`src/rtl/irqctl_pkg.sv`:
```
package irqctl_pkg;
    localparam int MAX_CPUS = 4;
    localparam int REQ_LSB  = 12;
    localparam int CLR_LSB  = 8;
    localparam int TCLR_LSB = 4;
    localparam int RD_IPI_LSB = 8;
    localparam int RD_TMR_LSB = 4;

    typedef logic [MAX_CPUS-1:0] cpu_vec_t;

    typedef struct packed {
        cpu_vec_t pend;
        logic     dup;
        logic     spur;
    } ipi_state_t;
endpackage

```
`src/rtl/ipi_unit.sv`:
```
module ipi_unit
    import irqctl_pkg::*;
(
    input  logic     clk,
    input  logic     rst_n,
    input  logic     wr_en,
    input  cpu_vec_t req_i,
    input  cpu_vec_t clr_i,
    output cpu_vec_t pend_o,
    output logic     dup_o,
    output logic     spur_o
);
    ipi_state_t st_d, st_q;
    cpu_vec_t   kept_d;

    always_comb begin
        st_d      = st_q;
        st_d.dup  = 1'b0;
        st_d.spur = 1'b0;
        kept_d    = st_q.pend;
        if (wr_en) begin
            kept_d    = st_q.pend & ~clr_i;
            st_d.spur = |(clr_i & ~st_q.pend);
            st_d.dup  = |(req_i & kept_d);
            st_d.pend = kept_d | req_i;
        end
    end

    always_ff @(posedge clk) begin
        if (!rst_n) st_q <= '0;
        else        st_q <= st_d;
    end

    assign pend_o = st_q.pend;
    assign dup_o  = st_q.dup;
    assign spur_o = st_q.spur;


    ipi_req_sets_chk: assert property (@(posedge clk) disable iff (!rst_n)
        wr_en |=> ((pend_o & $past(req_i)) == $past(req_i)));


    ipi_clr_drops_chk: assert property (@(posedge clk) disable iff (!rst_n)
        wr_en |=> ((pend_o & $past(clr_i & ~req_i)) == '0));


    ipi_idle_quiet_chk: assert property (@(posedge clk) disable iff (!rst_n)
        !wr_en |=> ($stable(pend_o) && !dup_o && !spur_o));
endmodule

```
`src/rtl/tmr_unit.sv`:
```
module tmr_unit
    import irqctl_pkg::*;
#(
    parameter cpu_vec_t PRESENT = '1
) (
    input  logic     clk,
    input  logic     rst_n,
    input  logic     tick,
    input  cpu_vec_t clr_i,
    output cpu_vec_t pend_o
);
    cpu_vec_t pend_d, pend_q;

    always_comb begin
        pend_d = pend_q & ~clr_i;
        if (tick) pend_d = pend_d | PRESENT;
    end

    always_ff @(posedge clk) begin
        if (!rst_n) pend_q <= '0;
        else        pend_q <= pend_d;
    end

    assign pend_o = pend_q;


    tmr_tick_post_chk: assert property (@(posedge clk) disable iff (!rst_n)
        tick |=> ((pend_o & PRESENT) == PRESENT));


    tmr_clr_drop_chk: assert property (@(posedge clk) disable iff (!rst_n)
        !tick |=> ((pend_o & $past(clr_i)) == '0));
endmodule

```
`src/rtl/irq_ipi_timer_ctl.sv`:
```
module irq_ipi_timer_ctl
    import irqctl_pkg::*;
#(
    parameter int NUM_CPUS = 4
) (
    input  logic        clk,
    input  logic        rst_n,
    input  logic        wr_en,
    input  logic [63:0] wr_data,
    input  logic        tick,
    input  logic [1:0]  rd_cpu,
    output logic [63:0] rd_data,
    output logic [3:0]  ipi_irq,
    output logic [3:0]  tmr_irq,
    output logic        ipi_dup,
    output logic        ipi_spur
);
    cpu_vec_t present;
    cpu_vec_t req_m, clr_m, tclr_m;
    cpu_vec_t ipi_pend, tmr_pend;
    logic     unused_bits;

    localparam cpu_vec_t PRESENT_P = cpu_vec_t'((1 << NUM_CPUS) - 1);

    for (genvar i = 0; i < MAX_CPUS; i++) begin : g_lane
        assign present[i] = (i < NUM_CPUS);
    end

    assign req_m  = wr_data[REQ_LSB  +: MAX_CPUS] & present;
    assign clr_m  = wr_data[CLR_LSB  +: MAX_CPUS] & present;
    assign tclr_m = wr_en ? (wr_data[TCLR_LSB +: MAX_CPUS] & present) : '0;
    assign unused_bits = ^{wr_data[63:16], wr_data[3:0]};

    ipi_unit u_ipi (
        .clk    (clk),
        .rst_n  (rst_n),
        .wr_en  (wr_en),
        .req_i  (req_m),
        .clr_i  (clr_m),
        .pend_o (ipi_pend),
        .dup_o  (ipi_dup),
        .spur_o (ipi_spur)
    );

    tmr_unit #(.PRESENT(PRESENT_P)) u_tmr (
        .clk    (clk),
        .rst_n  (rst_n),
        .tick   (tick),
        .clr_i  (tclr_m),
        .pend_o (tmr_pend)
    );

    always_comb begin
        rd_data = '0;
        rd_data[RD_IPI_LSB +: MAX_CPUS] = ipi_pend;
        rd_data[RD_TMR_LSB +: MAX_CPUS] = tmr_pend;
        rd_data[1:0] = rd_cpu;
    end

    assign ipi_irq = ipi_pend;
    assign tmr_irq = tmr_pend;


    absent_cpu_idle_chk: assert property (@(posedge clk) disable iff (!rst_n)
        ((ipi_irq | tmr_irq) & ~PRESENT_P) == '0);
endmodule

```
`config.mk`:
```
export PLATFORM = sky130hd
export DESIGN_NAME = irq_ipi_timer_ctl
export DESIGN_NICKNAME = d
export VERILOG_FILES = /design/src/rtl/irqctl_pkg.sv /design/src/rtl/ipi_unit.sv /design/src/rtl/tmr_unit.sv /design/src/rtl/irq_ipi_timer_ctl.sv
export SDC_FILE = /design/constraint.sdc
export NUM_CORES = 1
export LEC_CHECK = 0
export ABC_AREA = 1
export CAP_MARGIN = 40
export CORE_ASPECT_RATIO = 2
export CORE_MARGIN = 2
export CORE_UTILIZATION = 23
export CTS_CLUSTER_SIZE = 30
export DETAILED_ROUTE_END_ITERATION = 8
export MAX_ROUTING_LAYER = met4
export PLACE_DENSITY = 0.91
export SETUP_SLACK_MARGIN = 0.02
export SYNTH_ARGS = -nofsm -noshare
export SYNTH_HDL_FRONTEND = slang
export SYNTH_SLANG_ARGS = --single-unit
```
`constraint.sdc`:
```
create_clock -name clk -period 0.9 [get_ports clk]
set_input_delay 0.18 -clock clk [delete_from_list [all_inputs] [get_ports clk]]
set_output_delay 0.18 -clock clk [all_outputs]
set_load 0.02 [all_outputs]
```
==> impl_metrics.json, run 1 <==
{
  "overflow": 0,
  "mostFrequentLayoutCells": "conb_1, buf_6, nand2_1",
  "routed_wl_mm": 1.775,
  "nFillCells": 437,
  "layout-drive-gt1-share": 0.2500,
  "ctsHoldBuffers": 0,
  "fmax_ghz": 1.105,
  "cts_made_buffers": 3,
  "grt_usage": 0.08115,
  "placed_cell_area_um2": 1077,
  "cts.reportedPaths.clkPinSlew_ps": 50,
  "boundaryPins": 144,
  "timing.rr.end": "u_ipi.spur_o",
  "post-dp-hpwl_mm": 1.477,
  "crit_end": "rd_data[9]",
  "fin_nets": 231,
  "avgSynthCellArea_um2": 7.155,
  "status": "finished with violations",
  "std_cell_rows": 32,
  "ant_nets": 0,
  "hold_viol": 0,
  "yosysUniqueCellTypes": 12,
  "final_common_cell": "conb_1",
  "ys_seq_elements": 10,
  "path_cells": "buf_6",
  "fin_ws_ps": -5.281,
  "post_drt_wl_per_cell_um": 8.412,
  "min_from": "wr_data[11]",
  "tritoncts": "built",
  "htreeDepth": 1,
  "setup_viol": 4,
  "worstPathMaxFanout": 3,
  "ir_drop_mv": 0.6489,
  "cts_buffer_depth": 2,
  "num_antenna_cells": 0,
  "synth_top_family_by_area": "buffers and inverters",
  "slowest_delay_ps": 360,
  "portBuffers": 33,
  "slowest_stage": "dfxtp_4",
  "maxCapViolCount": 0,
  "rsz0062_at_grt": "yes",
  "cp-startpoint": "u_ipi.pend_o[1]",
  "seq_area_frac_synth": 0.2186,
  "cellLeakagePower_nw": 0.6445,
  "ys_warn_count": 0,
  "gp_congestion": 0.7361,
  "clk-insertion-delay-late_ps": 240,
  "critPathTopFamily": "flip-flops",
  "die_w_um": 48.62,
  "r2r_start": "u_ipi.pend_o[1]",
  "drcViolationCount": 0,
  "syn2layout_area_growth_pct": 31.28,
  "dr.pass1.iters": 2,
  "grt_pass1_vias": 572,
  "min_path_type": "input pin to flop",
  "yosys.area_share.simple": 0.1243,
  "antenna_found_initial": 0,
  "synth_compound_area_frac": 0.07650,
  "holdWs_ps": 254.9,
  "drt_iter0_markers": 4,
  "crit_type": "flop to output pin",
  "period_share": 1.006,
  "placed_cells": 206,
  "viasPerCell": 3.374,
  "synth_fa_ha_area_frac": 0,
  "dieArea_um2": 4533,
  "root_buffer": "clkbuf_8",
  "fin_skew_ps": 7.568,
  "cp.arrival_ps": 730,
  "netlist_instances": 128,
  "vias": 712,
  "grt_pass1_wl_mm": 2.628,
  "p_per_area_nw_per_um2": 1396,
  "coreArea_um2": 3844,
  "start_util": 0.2383,
  "violations": "setup timing",
  "fin_area_um2": 1202,
  "final_max_slew_viol_count": 0,
  "critPathLaunchType": "flop",
  "syn_area_um2": 915.9,
  "fin_cells": 211,
  "grt_max_degree": 11,
  "cp-end-kind": "output pin",
  "synth_xor_area_frac": 0,
  "path_depth": 1,
  "reg2reg_slack_ps": 30,
  "die_height_um": 93.24,
  "cts_sinks": 10,
  "reg2reg_depth": 6,
  "worst-path-buf-inv": 1,
  "synthMuxAreaShare": 0,
  "period_needed_ps": 905.3,
  "cp.required_ps": 720
}
final cells by class:
cell class                      instances  area, um2  share of cell area
Clock buffer                            4      55.05             0.04579
Inverter                                9      36.28             0.03018
Multi-Input combinational cell         97      395.4              0.3288
Sequential cell                        10      222.7              0.1852
Tap cell                               51      63.81             0.05307
Timing Repair Buffer                   40      429.2              0.3569
what timing repair did:
item / CTS / global route
pin swaps: 0 / 1
setup endpoints to repair: 20 / 22
hold endpoints to repair: 0 / 0
resized for setup: 113 / 14
buffers inserted: 1 / 0
state kept, by name, indices dropped and copies added, names as in the netlist:
register and count:
u_ipi.pend_o 4, u_tmr.pend_o 4, u_ipi.spur_o 1, u_ipi.dup_o 1
logic make-up after synthesis:
family	count (synthesis)
buf+inv	74
simple gates	29
compound gates	14
flops	10
other cells	1
power by group:
part / internal, W / leakage, nW / switching [W] / total, W
sequential: 0.000474 / 0.0867 / 0.0000333 / 0.000507
clock: 0.000385 / 0.0288 / 0.000186 / 0.000571
combinational: 0.000223 / 0.529 / 0.000378 / 0.000600
routing by layer:
metal / up-vias / part of all wire / GRT usage
met1: 295 / 0.30 / 0.06825
met2: 72 / 0.54 / 0.1461
met3: 6 / 0.14 / 0.02077
li1: 339 / - / -
met4: 0 / 0.025 / 0.06667
met5: - / 0 / -
metrics by stage:
stage	utilization	setup slack (ps)	power, W	TNS, ps
floorplan	-	39.88	0.001079	0
global placement	0.2803	-273.2	0.001077	-6030
detailed placement	0.2803	-277.8	0.001082	-6147
CTS	0.3021	-15.69	0.001682	-91.88
global route	0.3128	-41.64	0.001763	-292.8
finish	0.3128	-5.281	0.001679	-15.51
how the worst min path moves through the flow:
stage	endpoint	depth (start not counted)	slack, ps
2_1_floorplan	u_ipi.pend_o[3]	2	310
3_3_place_gp	rd_data[0]	0	360
3_5_place_dp	rd_data[0]	0	360
4_1_cts	rd_data[0]	0	360
5_1_grt	u_ipi.pend_o[3]	4	290
6_report	u_ipi.pend_o[3]	4	250
cell usage after synthesis, drive strengths merged:
library cell  count  area share
a21oi             8       0.044
dfxtp            10        0.22
nand3             4       0.022
conb              1      0.0041
o21ai             6       0.033
inv               9       0.040
nor2              8       0.033
nand2            17       0.070
buf              65        0.54
(Power assumes the default switching activity.)
==> inputs of run 2 (changes only) <==
- GPL_ROUTABILITY_DRIVEN: unset -> 1
==> results of run 2 <==
Same layout as run 1: the final DEF is identical, and so are final timing and power.
